$ cat config.mk
export PLATFORM = sky130hd
export DESIGN_NAME = gf233_reduce
export DESIGN_NICKNAME = d
export VERILOG_FILES = /design/src/rtl/gf233_pkg.sv /design/src/rtl/gf_fold_pass.sv /design/src/rtl/gf_rst_sync.sv /design/src/rtl/gf_out_stage.sv /design/src/rtl/gf233_reduce.sv
export SDC_FILE = /design/constraint.sdc
export NUM_CORES = 1
export LEC_CHECK = 0
export BUFFER_PORTS_ARGS = -buffer_cell sky130_fd_sc_hd__buf_2
export CAP_MARGIN = 15
export CORE_AREA = 3 3 270 272
export DETAILED_ROUTE_END_ITERATION = 6
export DIE_AREA = 0 0 273 275
export PLACE_DENSITY = 0.41
export SETUP_SLACK_MARGIN = 0.3
export SLEW_MARGIN = 30
export SYNTH_ARGS = -nofsm -noshare
export SYNTH_HDL_FRONTEND = slang
export SYNTH_HIERARCHICAL = 1
export SYNTH_SLANG_ARGS = --single-unit
export TNS_END_PERCENT = 100
$ cat constraint.sdc
create_clock -name clk -period 8.8 [get_ports clk]
set_clock_uncertainty 0.15 [all_clocks]
set_input_delay 1.76 -clock clk [delete_from_list [all_inputs] [get_ports clk]]
set_output_delay 1.76 -clock clk [all_outputs]
set_load 0.01 [all_outputs]
$ cat src/rtl/gf233_pkg.sv
package gf233_pkg;

  localparam int DEF_FIELD_M = 233;
  localparam int DEF_MID_N   = 74;

  // Width of a polynomial of width w after one fold of all bits >= m.
  function automatic int fold_width(input int w, input int m, input int n);
    int r;
    if (w <= m) r = m;
    else if (w - m + n > m) r = w - m + n;
    else r = m;
    return r;
  endfunction

  // Width after k successive folds.
  function automatic int width_after(input int w, input int m, input int n, input int k);
    int x;
    x = w;
    for (int i = 0; i < k; i++) x = fold_width(x, m, n);
    return x;
  endfunction

  // Number of folds needed until the width equals m.
  function automatic int pass_count(input int w, input int m, input int n);
    int x;
    int c;
    x = w;
    c = 0;
    while (x > m) begin
      x = fold_width(x, m, n);
      c++;
    end
    return c;
  endfunction

endpackage

$ cat src/rtl/gf_fold_pass.sv
module gf_fold_pass #(
  parameter int M     = gf233_pkg::DEF_FIELD_M,
  parameter int N     = gf233_pkg::DEF_MID_N,
  parameter int W_IN  = 2 * gf233_pkg::DEF_FIELD_M - 1,
  parameter int W_OUT = gf233_pkg::fold_width(W_IN, M, N)
) (
  input  logic [W_IN-1:0]  in_i,
  output logic [W_OUT-1:0] out_o
);

  logic [W_OUT-1:0] acc;

  always_comb begin
    acc = '0;
    acc[M-1:0] = in_i[M-1:0];
    for (int i = M; i < W_IN; i++) begin
      acc[i - M]     = acc[i - M]     ^ in_i[i];
      acc[i - M + N] = acc[i - M + N] ^ in_i[i];
    end
  end

  assign out_o = acc;

endmodule

$ cat src/rtl/gf_rst_sync.sv
module gf_rst_sync #(
  parameter int STAGES = 2
) (
  input  logic clk,
  input  logic rst_n,
  output logic rst_sync_n
);

  logic [STAGES-1:0] shf_q;
  logic [STAGES-1:0] shf_d;

  always_comb begin
    shf_d = {shf_q[STAGES-2:0], 1'b1};
  end

  always_ff @(posedge clk or negedge rst_n) begin
    if (!rst_n) shf_q <= '0;
    else        shf_q <= shf_d;
  end

  assign rst_sync_n = shf_q[STAGES-1];

endmodule

$ cat src/rtl/gf_out_stage.sv
module gf_out_stage #(
  parameter int W       = gf233_pkg::DEF_FIELD_M,
  parameter bit OUT_REG = 1'b1
) (
  input  logic         clk,
  input  logic         rst_n,
  input  logic         en_i,
  input  logic [W-1:0] d_i,
  output logic [W-1:0] q_o
);

  if (OUT_REG) begin : g_reg
    logic [W-1:0] val_q;
    logic [W-1:0] val_d;

    always_comb begin
      val_d = val_q;
      if (en_i) val_d = d_i;
    end

    always_ff @(posedge clk or negedge rst_n) begin
      if (!rst_n) val_q <= '0;
      else        val_q <= val_d;
    end

    assign q_o = val_q;
  end else begin : g_wire
    assign q_o = d_i;
  end

endmodule

$ cat src/rtl/gf233_reduce.sv
module gf233_reduce #(
  parameter int FIELD_M    = gf233_pkg::DEF_FIELD_M,
  parameter int MID_N      = gf233_pkg::DEF_MID_N,
  parameter bit OUT_REG    = 1'b1,
  parameter int RST_STAGES = 2
) (
  input  logic                   clk,
  input  logic                   rst_n,
  input  logic                   en_i,
  input  logic [2*FIELD_M-2:0]   prod_i,
  output logic [FIELD_M-1:0]     rem_o
);

  localparam int IN_W     = 2 * FIELD_M - 1;
  localparam int NUM_PASS = gf233_pkg::pass_count(IN_W, FIELD_M, MID_N);

  logic rst_ok_n;

  gf_rst_sync #(.STAGES(RST_STAGES)) u_rst (
    .clk        (clk),
    .rst_n      (rst_n),
    .rst_sync_n (rst_ok_n)
  );

  for (genvar k = 0; k < NUM_PASS; k++) begin : g_pass
    localparam int WI = gf233_pkg::width_after(IN_W, FIELD_M, MID_N, k);
    localparam int WO = gf233_pkg::width_after(IN_W, FIELD_M, MID_N, k + 1);
    logic [WI-1:0] fin;
    logic [WO-1:0] fout;

    if (k == 0) begin : g_first
      assign fin = prod_i;
    end else begin : g_next
      assign fin = g_pass[k-1].fout;
    end

    gf_fold_pass #(
      .M     (FIELD_M),
      .N     (MID_N),
      .W_IN  (WI),
      .W_OUT (WO)
    ) u_fold (
      .in_i  (fin),
      .out_o (fout)
    );
  end

  logic [FIELD_M-1:0] reduced;
  assign reduced = g_pass[NUM_PASS-1].fout;

  gf_out_stage #(.W(FIELD_M), .OUT_REG(OUT_REG)) u_out (
    .clk   (clk),
    .rst_n (rst_ok_n),
    .en_i  (en_i),
    .d_i   (reduced),
    .q_o   (rem_o)
  );

endmodule

==> metrics.md, run 1 <==
| Metric | Value |
|---|---|
| Run status | completed |
| Finished Core Util | 29.14% |
| Max-slew headroom | 41.48% |
| Seq/Total Area, Yosys | 36.09% |
| Num CTS Buffers | 34 |
| Gr ovfl total | 0 |
| Worst hold slack | 203.6 ps |
| Maximum buffer depth of the clock tree | 3 |
| R2r setup slk | 7000 ps |
| Reg clk slew, reported paths | 60 ps |
| Critical path data arrival time | 3610 ps |
| Synth unique cells | 9 |
| Vias in the first global route | 10,830 |
| Delay-heaviest family, CP | buffers and inverters |
| Worst min path class | reg -> reg |
| CTS tree | built |
| Final #Nets | 2,057 |
| Initial drt markers | 316 |
| CTS H-tree depth | 2 |
| Post-CTS Hold Buffers | 0 |
| Largest net degree at the start of global routing | 119 |
| Post-CTS Setup Bufs | 0 |
| Drt via density | 3.810 |
| Core area | 71,000 sq um |
| Routability cong. | 0.8225 |
| #FFs+latches synth | 235 |
| Minimum clock period | 3367 ps |
| Input/output buffers | 700 |
| FF-to-FF Start | u_rst/shf_q[1]$_DFF_PN0_ |
| Initial antenna violation count | 7 |
| Hold Crit Endpoint | u_rst/shf_q[1]$_DFF_PN0_ |
| CP Buf/Inv Count | 2 |
| Fmax | 0.2970 GHz |
| Dominant cell type by area after synthesis | dfrtp_1 |
| Initial Utilization | 22.95% |
| RSZ-0062 raised after global routing | false |
| Slowest CP cell | buf_12 |
| Synth-to-Final Area Change | 26.98% |
| CP peak stage delay | 650 ps |
| DP Wirelength | 44,600 um |
| Die X | 273 um |
| CTS Sinks | 235 |
| Drt drc | 0 |
| Routed Antenna Nets | 0 |
| Worst setup EP type | flip-flop |
| Root Buffer | clkbuf_16 |
| Total negative setup slack | 0 ps |
| GRT Util Overall | 13.86% |
| Worst reg2reg path depth | 1 |
| Power Total | 4.096 mW |
| Drt pass-1 iters | 4 |
| Hold Path Stages | 0 |
| Syn avg cell area | 15.76 sq um |
| Site Rows | 98 |
| Final setup fails | 0 |
| Die Y | 275 um |
| Routed WL per cell | 21.34 um |
| Top cells by area, synth | dfrtp_1, xor3_1, mux2_4 |
| Worst vdd ir | 0.00009317 V |
| First-pass GRT wire length | 75,620 um |
| Share of cells above drive strength 1 | 61.32% |
| Max Cap Viol | 0 |
| Number of cells on the critical path | 3 |
| CP required | 9050 ps |
| Fill cells | 7,324 |
| R2R Path End | u_out/q_o[15]$_DFFE_PN0P_ |
| Worst-margin pin slew | 877.8 ps |
| Pwr Density | 198.0 nW/um^2 |
| Mapped Cells | 1,034 |
| Syn Nets | 1,502 |
| Via count | 9,751 |
| CP Launch Type | primary input |
| Cts repair resizes | 0 |
| YS warnings | 6 |
| Part of the cycle the worst path needs | 38.26% |
| Crit path kind | in -> reg |
| IO Pins | 701 |
| Die ar. | 75,080 sq um |
| Final Hold Fails | 0 |
| Final Slew Violations | 0 |
| Crit Path Max Fanout | 107 |
| Clock Latency Late Sink | 510 ps |
| Total wire length | 54,620 um |
| Cell Area, Synth | 16,290 sq um |
| Min-delay src | u_rst/shf_q[0]$_DFF_PN0_ |
| P_leak | 11.07 nW |
| CP cell instances | buf_8, buf_12, mux2_2 |
| Top cell type's share of synthesized area | 36.09% |
## layout by cell type (no fill, tap or decap), drive strengths merged
master	n
conb	1
xor3	158
clkinv	4
dfrtp	235
mux2	233
inv	1
buf	705
xor2	221
diode	1
clkbuf	50
## sequential cells by signal (all words and copies together), names as in the netlist
signal and cells:
u_out/q_o 233, u_rst/shf_q 2
## metrics by stage
step           instance area (sq um)  instances  worst slack [ps]
2_1_floorplan                  16290       1034              1616
3_5_place_dp                   19600       2502              4763
3_3_place_gp                   19600       2502              4791
4_1_cts                        20660       2557              5367
6_report                       20690       2559              5433
5_1_grt                        20690       2559              5391
## layout make-up
type | count | area, sq um | area share, %
Multi-Input combinational cell | 613 | 8957 | 43.29
Tap cell | 950 | 1189 | 5.745
Clock inverter | 5 | 32.53 | 0.1572
Clock buffer | 50 | 1025 | 4.953
Antenna cell | 1 | 2.502 | 0.01209
Sequential cell | 235 | 5884 | 28.44
Timing Repair Buffer | 705 | 3600 | 17.40
## layer usage
layer | vias up | wire (um) | GRT usage, %
met5 | - | 55 | 0
met1 | 4828 | 20370 | 15.67
met4 | 8 | 1113 | 3.329
met2 | 378 | 29120 | 25.69
li1 | 4474 | - | -
met3 | 63 | 3961 | 3.898
## report_power, final
part | internal [mW] | switching [mW]
logic | 0.754 | 0.578
registers | 1.31 | 0.135
clock network | 0.802 | 0.513
total | 2.87 | 1.23
## synth_stat cells (all sizes together)
library cell / instances
dfrtp: 235
mux2: 233
xor2: 221
buf: 186
xor3: 158
conb: 1
## kinds of logic after synthesis
logic type             Yosys count  synth area share, %
XOR/XNOR                       379                34.93
flip-flops                     235                36.09
multiplexers                   233                20.02
buffers and inverters          186                8.938
other                            1              0.02301
## how the worst max path moves through the flow
stage                                      endpoint  slack (ps)                     start
after floorplan            u_out/q_o[0]$_DFFE_PN0P_        1620  u_rst/shf_q[1]$_DFF_PN0_
after global placement    u_out/q_o[17]$_DFFE_PN0P_        4790                      en_i
after detailed placement  u_out/q_o[19]$_DFFE_PN0P_        4760                      en_i
after CTS                 u_out/q_o[25]$_DFFE_PN0P_        5370                      en_i
after global routing       u_out/q_o[8]$_DFFE_PN0P_        5390                      en_i
final                     u_out/q_o[10]$_DFFE_PN0P_        5430                      en_i
Note: power is estimated with default switching activity, not from simulation.
==> inputs of run 2 (changes only) <==
Settings changed: PLACE_DENSITY 0.41 to 0.43.
Clock period 8.8 ns to 2.89 ns, I/O delays scaled along.
==> run 2 against run 1 <==
Net effect: die area unchanged; combinational power increased to 3.1 times the previous value; critical endpoint is now rem_o[126]; first-iteration DRC count increased by 13%.
==> metrics.md, run 2 (synthesis results as in run 1) <==
| Metric | Value |
|---|---|
| Run status | completed (unchanged) |
| Routed Antenna Nets | 0 (unchanged) |
| RSZ-0062 raised after global routing | false (unchanged) |
| Synth-to-Final Area Change | 27.41% (was 26.98%) |
| Initial drt markers | 357 (was 316) |
| Placed cell area | 19,850 sq um (was 19,600 sq um) |
| CTS Sinks | 235 (unchanged) |
| CTS tree | built (unchanged) |
| Die ar. | 75,080 sq um (unchanged) |
| Initial Utilization | 22.95% (unchanged) |
| Site Rows | 98 (unchanged) |
| CP peak stage delay | 470 ps (was 650 ps) |
| First-pass GRT wire length | 75,570 um (was 75,620 um) |
| CTS H-tree depth | 1 (was 2) |
| Fill cells | 7,361 (was 7,324) |
| Root Buffer | clkbuf_16 (unchanged) |
| Total wire length | 54,390 um (was 54,620 um) |
| IO Pins | 701 (unchanged) |
| CP cell instances | buf_2 (was buf_8, buf_12, mux2_2) |
| Gr ovfl total | 0 (unchanged) |
| Initial antenna violation count | 4 (was 7) |
| Die Y | 275 um (unchanged) |
| Most common cell after layout, fill and taps aside | buf_2 (unchanged) |
| Clock Latency Late Sink | 560 ps (was 510 ps) |
| CP Buf/Inv Count | 1 (was 2) |
| Drt pass-1 iters | 4 (unchanged) |
| Worst min path class | in -> async (was reg -> reg) |
| Input/output buffers | 700 (unchanged) |
| CP required | 2160 ps (was 9050 ps) |
| Drt drc | 0 (unchanged) |
| Worst-margin pin slew | 654.8 ps (was 877.8 ps) |
| Die X | 273 um (unchanged) |
| Max reg flops | 233 (unchanged) |
| Max-slew headroom | 56.35% (was 41.48%) |
| Crit path kind | reg -> out (was in -> reg) |
| Final Slew Violations | 0 (unchanged) |
| Total negative setup slack | 0 ps (unchanged) |
| Largest net degree at the start of global routing | 68 (was 119) |
| Delay-heaviest family, CP | flip-flops (was buffers and inverters) |
| CP Launch Type | flip-flop (was primary input) |
| Fmax | 0.5165 GHz |
| Worst vdd ir | 0.0002893 V (was 0.00009317 V) |
| Max Cap Viol | 0 (unchanged) |
| Part of the cycle the worst path needs | 66.99% |
| Worst setup EP type | primary output (was flip-flop) |
| Num CTS Buffers | 29 (was 34) |
| Critical path data arrival time | 1210 ps (was 3610 ps) |
| Most frequent cells in the layout | buf_2, dfrtp_1, xor2_1 (unchanged) |
| Final Hold Fails | 0 (unchanged) |
| DP Wirelength | 45,800 um (was 44,600 um) |
| Share of cells above drive strength 1 | 61.72% (was 61.32%) |
| Maximum buffer depth of the clock tree | 3 (unchanged) |
| Final setup fails | 0 (unchanged) |
| Core area | 71,000 sq um (unchanged) |
| Via count | 9,757 (was 9,751) |
| Reg clk slew, reported paths | 50 ps (was 60 ps) |
| Vias in the first global route | 10,810 (was 10,830) |
| Routed WL per cell | 21.12 um (was 21.34 um) |
| Pwr Density | 580.4 nW/um^2 (was 198.0 nW/um^2) |
| GRT Util Overall | 13.71% (was 13.86%) |
| Slowest CP cell | dfrtp_1 (was buf_12) |
| Minimum clock period | 1936 ps |
| Final Instance Area | 20,760 sq um (was 20,690 sq um) |
| Final #Nets | 2,076 (was 2,057) |
| Crit Path Max Fanout | 2 (was 107) |
| P_leak | 11.13 nW (was 11.07 nW) |
| Routability cong. | 0.8957 (was 0.8225) |
| Drt via density | 3.788 (was 3.810) |
| Post-CTS Setup Bufs | 0 (unchanged) |
[run 2: per-stage QoR]
step	util, %	hold slack, ps	total power, mW	setup WS (ps)	std cells
floorplan	-	132.4	7.127	368.3	1034
global placement	27.97	187.3	8.670	908.8	2526
detailed placement	27.97	191.1	8.675	888.5	2526
CTS	29.24	158.7	12.32	896.2	2575
global route	29.24	171.1	12.70	925.3	2576
finish	29.24	200.3	12.05	953.9	2576
[run 2: area by class of cell]
cell class,instances,area [sq um],share of cell area [%]
diodes,1,2.502,0.01205
clock buffers,45,875.8,4.219
clock inverters,3,18.77,0.09040
multi-input cells,613,8957,43.14
flip-flops and latches,235,5884,28.34
well taps,950,1189,5.725
repair buffers,729,3834,18.47
[run 2: final timing paths]
kind                       slack, ps                          to  cells after the start                  startpoint
min                              200    u_rst/shf_q[1]$_DFF_PN0_                      2                       rst_n
min reg2reg                      200  u_out/q_o[196]$_DFFE_PN0P_                      0    u_rst/shf_q[1]$_DFF_PN0_
max in group asynchronous       1550  u_out/q_o[145]$_DFFE_PN0P_                      1    u_rst/shf_q[1]$_DFF_PN0_
max                              950                  rem_o[126]                      1  u_out/q_o[126]$_DFFE_PN0P_
min in group clk                 200    u_rst/shf_q[1]$_DFF_PN0_                      0    u_rst/shf_q[0]$_DFF_PN0_
max reg2reg                     1550  u_out/q_o[145]$_DFFE_PN0P_                      1    u_rst/shf_q[1]$_DFF_PN0_
[run 2: repair_timing]
action / CTS / global route
hold buffers: 1 / 0
gates resized for setup: 0 / 0
hold endpoints to repair: 2 / 0
[run 2: power breakdown]
part           total [mW]  switching, mW  internal [mW]  leakage, nW
Sequential           4.42          0.416           4.00         2.75
Combinational        4.14           1.82           2.32         7.94
Clock                3.49           1.44           2.05        0.443
[run 2: per-layer routing]
metal	track usage [%]	part of all wire [%]	up-vias
li1	-	-	4515
met1	16.17	38	4796
met2	24.95	52	384
met3	3.393	7.0	58
met4	3.287	2.5	4
met5	0	0.044	-
==> inputs of run 3 (changes only) <==
Settings changed: ABC_AREA from default to 1, CORE_AREA 3 3 270 272 to 3 3 272 274, DIE_AREA 0 0 273 275 to 0 0 275 277, PLACE_DENSITY 0.43 to 0.46.
Clock period 2.89 ns to 1.6 ns, I/O delays scaled along.
==> run 3 against run 2 <==
Net effect: non-clock buffer count rose by 356; count of clock-buffer cells in the layout fell by 3; the flow now finishes with violations (setup timing); clock power rose by 120%.
==> metrics.md, run 3 <==
| Metric | Value |
|---|---|
| Run status | finished, violations left (was completed) |
| Failing checks | setup timing |
| Min-delay src | en_i |
| RSZ-0062 raised after global routing | true (was false) |
| M1 WL | 31,180 um (was 20,830 um) |
| First-pass GRT wire length | 111,100 um (was 75,570 um) |
| CP Launch Type | flip-flop (unchanged) |
| Die X | 275 um (was 273 um) |
| Final #Nets | 4,592 (was 2,076) |
| Seq/Total Area, Yosys | 31.55% (was 36.09%) |
| Crit Path Max Fanout | 2 (unchanged) |
| Via count | 20,230 (was 9,757) |
| Met2 WL post-DR | 36,450 um (was 28,340 um) |
| GRT Util Overall | 18.81% (was 13.71%) |
| Site Rows | 98 (unchanged) |
| Top cell type's share of synthesized area | 37.19% (was 36.09%) |
| Layout Cells excl Fill | 5,105 (was 2,576) |
| Delay-heaviest family, CP | flip-flops (unchanged) |
| Xor-xnor portion of the synthesized cell area | 3.524% (was 34.93%) |
| Placed Cells | 4,682 (was 2,526) |
| Syn avg cell area | 5.794 sq um (was 15.76 sq um) |
| Fmax | 0.6102 GHz |
| Syn Nets | 3,685 (was 1,502) |
| Worst hold slack | 12.14 ps (was 200.3 ps) |
| DP Wirelength | 59,840 um (was 45,800 um) |
| CTS tree | built (unchanged) |
| Routability cong. | 0.8976 (was 0.8957) |
| Clock Latency Late Sink | 580 ps (was 560 ps) |
| Total wire length | 74,700 um (was 54,390 um) |
| Drt via density | 3.963 (was 3.788) |
| Dominant cell type by area after synthesis | nand2_1 (was dfrtp_1) |
| Routed WL per cell | 14.63 um (was 21.12 um) |
| Maximum buffer depth of the clock tree | 3 (unchanged) |
| P_leak | 17.88 nW (was 11.13 nW) |
| Drt drc | 0 (unchanged) |
| Adder-cell share of the synthesized area | 0% (unchanged) |
| Reg clk slew, reported paths | 60 ps (was 50 ps) |
| Minimum clock period | 1639 ps |
| CP peak stage delay | 450 ps (was 470 ps) |
| Num CTS Buffers | 31 (was 29) |
| Pre-CTS WS | 222.1 ps (was 888.5 ps) |
| CP required | 1130 ps (was 2160 ps) |
| Final setup fails | 12 (was 0) |
| Slowest CP cell | dfrtp_2 (was dfrtp_1) |
| Synth Flop Type | dfrtp_1 (unchanged) |
| Most common cell after layout, fill and taps aside | nand2_1 (was buf_2) |
| Hold Path Stages | 4 |
| Part of the cycle the worst path needs | 102.4% |
| Input/output buffers | 700 (unchanged) |
| Largest net degree at the start of global routing | 88 (was 68) |
| R2r setup slk | 580 ps (was 1550 ps) |
| Largest family of logic cells by synthesized area | simple AND/OR/NAND/NOR gates (was XOR/XNOR gates) |
| Die ar. | 76,180 sq um (was 75,080 sq um) |
| Share of cells above drive strength 1 | 27.07% (was 61.72%) |
| CP Buf/Inv Count | 1 (unchanged) |
| Total negative setup slack | -219.4 ps (was 0 ps) |
| Top cells by area, synth | nand2_1, dfrtp_1, inv_1 (was dfrtp_1, xor3_1, mux2_4) |
| Crit path kind | reg -> out (unchanged) |
| Worst min path class | in -> reg (was in -> async) |
| EDFF count, synth | 0 (unchanged) |
| Final Slew Violations | 0 (unchanged) |
| Initial antenna violation count | 15 (was 4) |
| Hold Crit Endpoint | u_out/q_o[104]$_DFFE_PN0P_ |
| YS warnings | 6 (unchanged) |
| Setup WS post-layout | -38.80 ps (was 953.9 ps) |
| Vias in the first global route | 19,430 (was 10,810) |
| Most frequent cells in the layout | nand2_1, buf_2, inv_1 (was buf_2, dfrtp_1, xor2_1) |
| Synth unique cells | 12 (was 9) |
| Simple-Gate Fraction of Synth Area | 44.12% (was 0%) |
| Drt pass-1 iters | 7 (was 4) |
| R2R Path End | u_out/q_o[110]$_DFFE_PN0P_ (was u_out/q_o[145]$_DFFE_PN0P_) |
| Synth top cells by count | nand2_1, inv_1, dfrtp_1 (was dfrtp_1, xor2_1, mux2_4) |
| Mapped Cells | 3,217 (was 1,034) |
| Worst setup EP type | primary output (unchanged) |
| Max Cap Viol | 0 (unchanged) |
| Met3 wire len | 4852 um (was 3817 um) |
| Critical path data arrival time | 1170 ps (was 1210 ps) |
| Die Y | 277 um (was 275 um) |
| Cell Area, Synth | 18,640 sq um (was 16,290 sq um) |
| Initial drt markers | 803 (was 357) |
| CTS Sinks | 235 (unchanged) |
| Mux cell area share after synthesis | 0% (was 20.02%) |
| IO Pins | 701 (unchanged) |
| Pwr Density | 800.5 nW/um^2 (was 580.4 nW/um^2) |
| Max Used Layer | met5 (unchanged) |
| Routed Antenna Nets | 0 (unchanged) |
| Worst vdd ir | 0.0006970 V (was 0.0002893 V) |
| Synth-to-Final Area Change | 49.24% (was 27.41%) |
| CTS H-tree depth | 1 (unchanged) |
| Root Buffer | clkbuf_16 (unchanged) |
| CP cell instances | buf_6 (was buf_2) |
| FF-to-FF Start | u_rst/shf_q[1]$_DFF_PN0_ (unchanged) |
| Max reg flops | 233 (unchanged) |
| Initial Utilization | 26.03% (was 22.95%) |
| Synth async-reset ratio | 100.0% (unchanged) |
| Compound-Gate Fraction of Synth Area | 0% (unchanged) |
| Core area | 71,610 sq um (was 71,000 sq um) |
| Gr ovfl total | 0 (unchanged) |
| Worst reg2reg path depth | 2 (was 1) |
| Final Hold Fails | 0 (unchanged) |
| #FFs+latches synth | 235 (unchanged) |
| Power Total | 22.27 mW (was 12.05 mW) |
| Count leader, synth | nand2_1 (was dfrtp_1) |
run 3: changes by cell type after synthesis, moves of 3 or more:
cell / previous run / this run
nand2_1: 0 / 1847
inv_1: 0 / 467
mux2_4: 170 / 0
nand3_1: 0 / 158
xor3_1: 158 / 0
xor2_1: 221 / 75
inv_2: 0 / 142
nand2_2: 0 / 80
mux2_2: 63 / 0
buf_2: 6 / 29
buf_4: 160 / 163
run 3: metrics by stage:
step                      util, %  area (sq um)
after global routing        38.83         27810
after detailed placement    30.90         22130
after CTS                   38.06         27250
after global placement      30.90         22130
final                       38.85         27820
after floorplan                 -         18640
run 3: per-layer routing:
layer | vias up | track usage [%]
li1 | 10900 | -
met1 | 8736 | 22.19
met2 | 474 | 33.63
met3 | 109 | 4.722
met4 | 12 | 5.010
met5 | - | 0
run 3: layout make-up:
type / count / area, sq um
Antenna cell: 7 / 17.52
Clock buffer: 42 / 867.1
Clock inverter: 15 / 240.2
Fill cell: 7829 / 43790
Inverter: 610 / 2297
Multi-Input combinational cell: 2161 / 8897
Sequential cell: 235 / 5887
Tap cell: 950 / 1189
Timing Repair Buffer: 1085 / 8424
run 3: cells by family (layout without fill, tap and decap cells):
family	count (synthesis)	count (layout)
flip-flops	235	235
other	1	8
AND/OR/NAND/NOR	2085	2085
XOR/XNOR	75	75
buffers and inverters	821	1752
run 3: power breakdown:
| part | switching, mW | internal, mW |
|---|---|---|
| combinational | 3.78 | 3.61 |
| clock | 2.89 | 4.74 |
| sequential | 0.555 | 6.69 |
| total | 7.23 | 15.0 |
run 3: worst reg2reg max path: cells and delay by family, from the launching register on:
| kind | cells | cell delay [ps] |
|---|---|---|
| buffers and inverters | 2 | 550 |
| flip-flops | 1 | 440 |
run 3: worst max path at each step:
stage	endpoint	startpoint	slack, ps	cells after the start
global route	rem_o[55]	u_out/q_o[55]$_DFFE_PN0P_	-100	1
detailed placement	u_out/q_o[146]$_DFFE_PN0P_	en_i	220	5
CTS	rem_o[32]	u_out/q_o[32]$_DFFE_PN0P_	-130	1
floorplan	u_out/q_o[0]$_DFFE_PN0P_	u_rst/shf_q[1]$_DFF_PN0_	-920	0
finish	rem_o[110]	u_out/q_o[110]$_DFFE_PN0P_	-40	1
global placement	u_out/q_o[10]$_DFFE_PN0P_	prod_i[243]	220	7
run 3: what timing repair did:
action / in CTS / in global routing
pin swaps: 0 / 3
gates resized for setup: 286 / 26
endpoints found under the setup margin: 233 / 237
hold buffers: 242 / 0
hold endpoints to repair: 203 / 0
setup buffers: 62 / 55
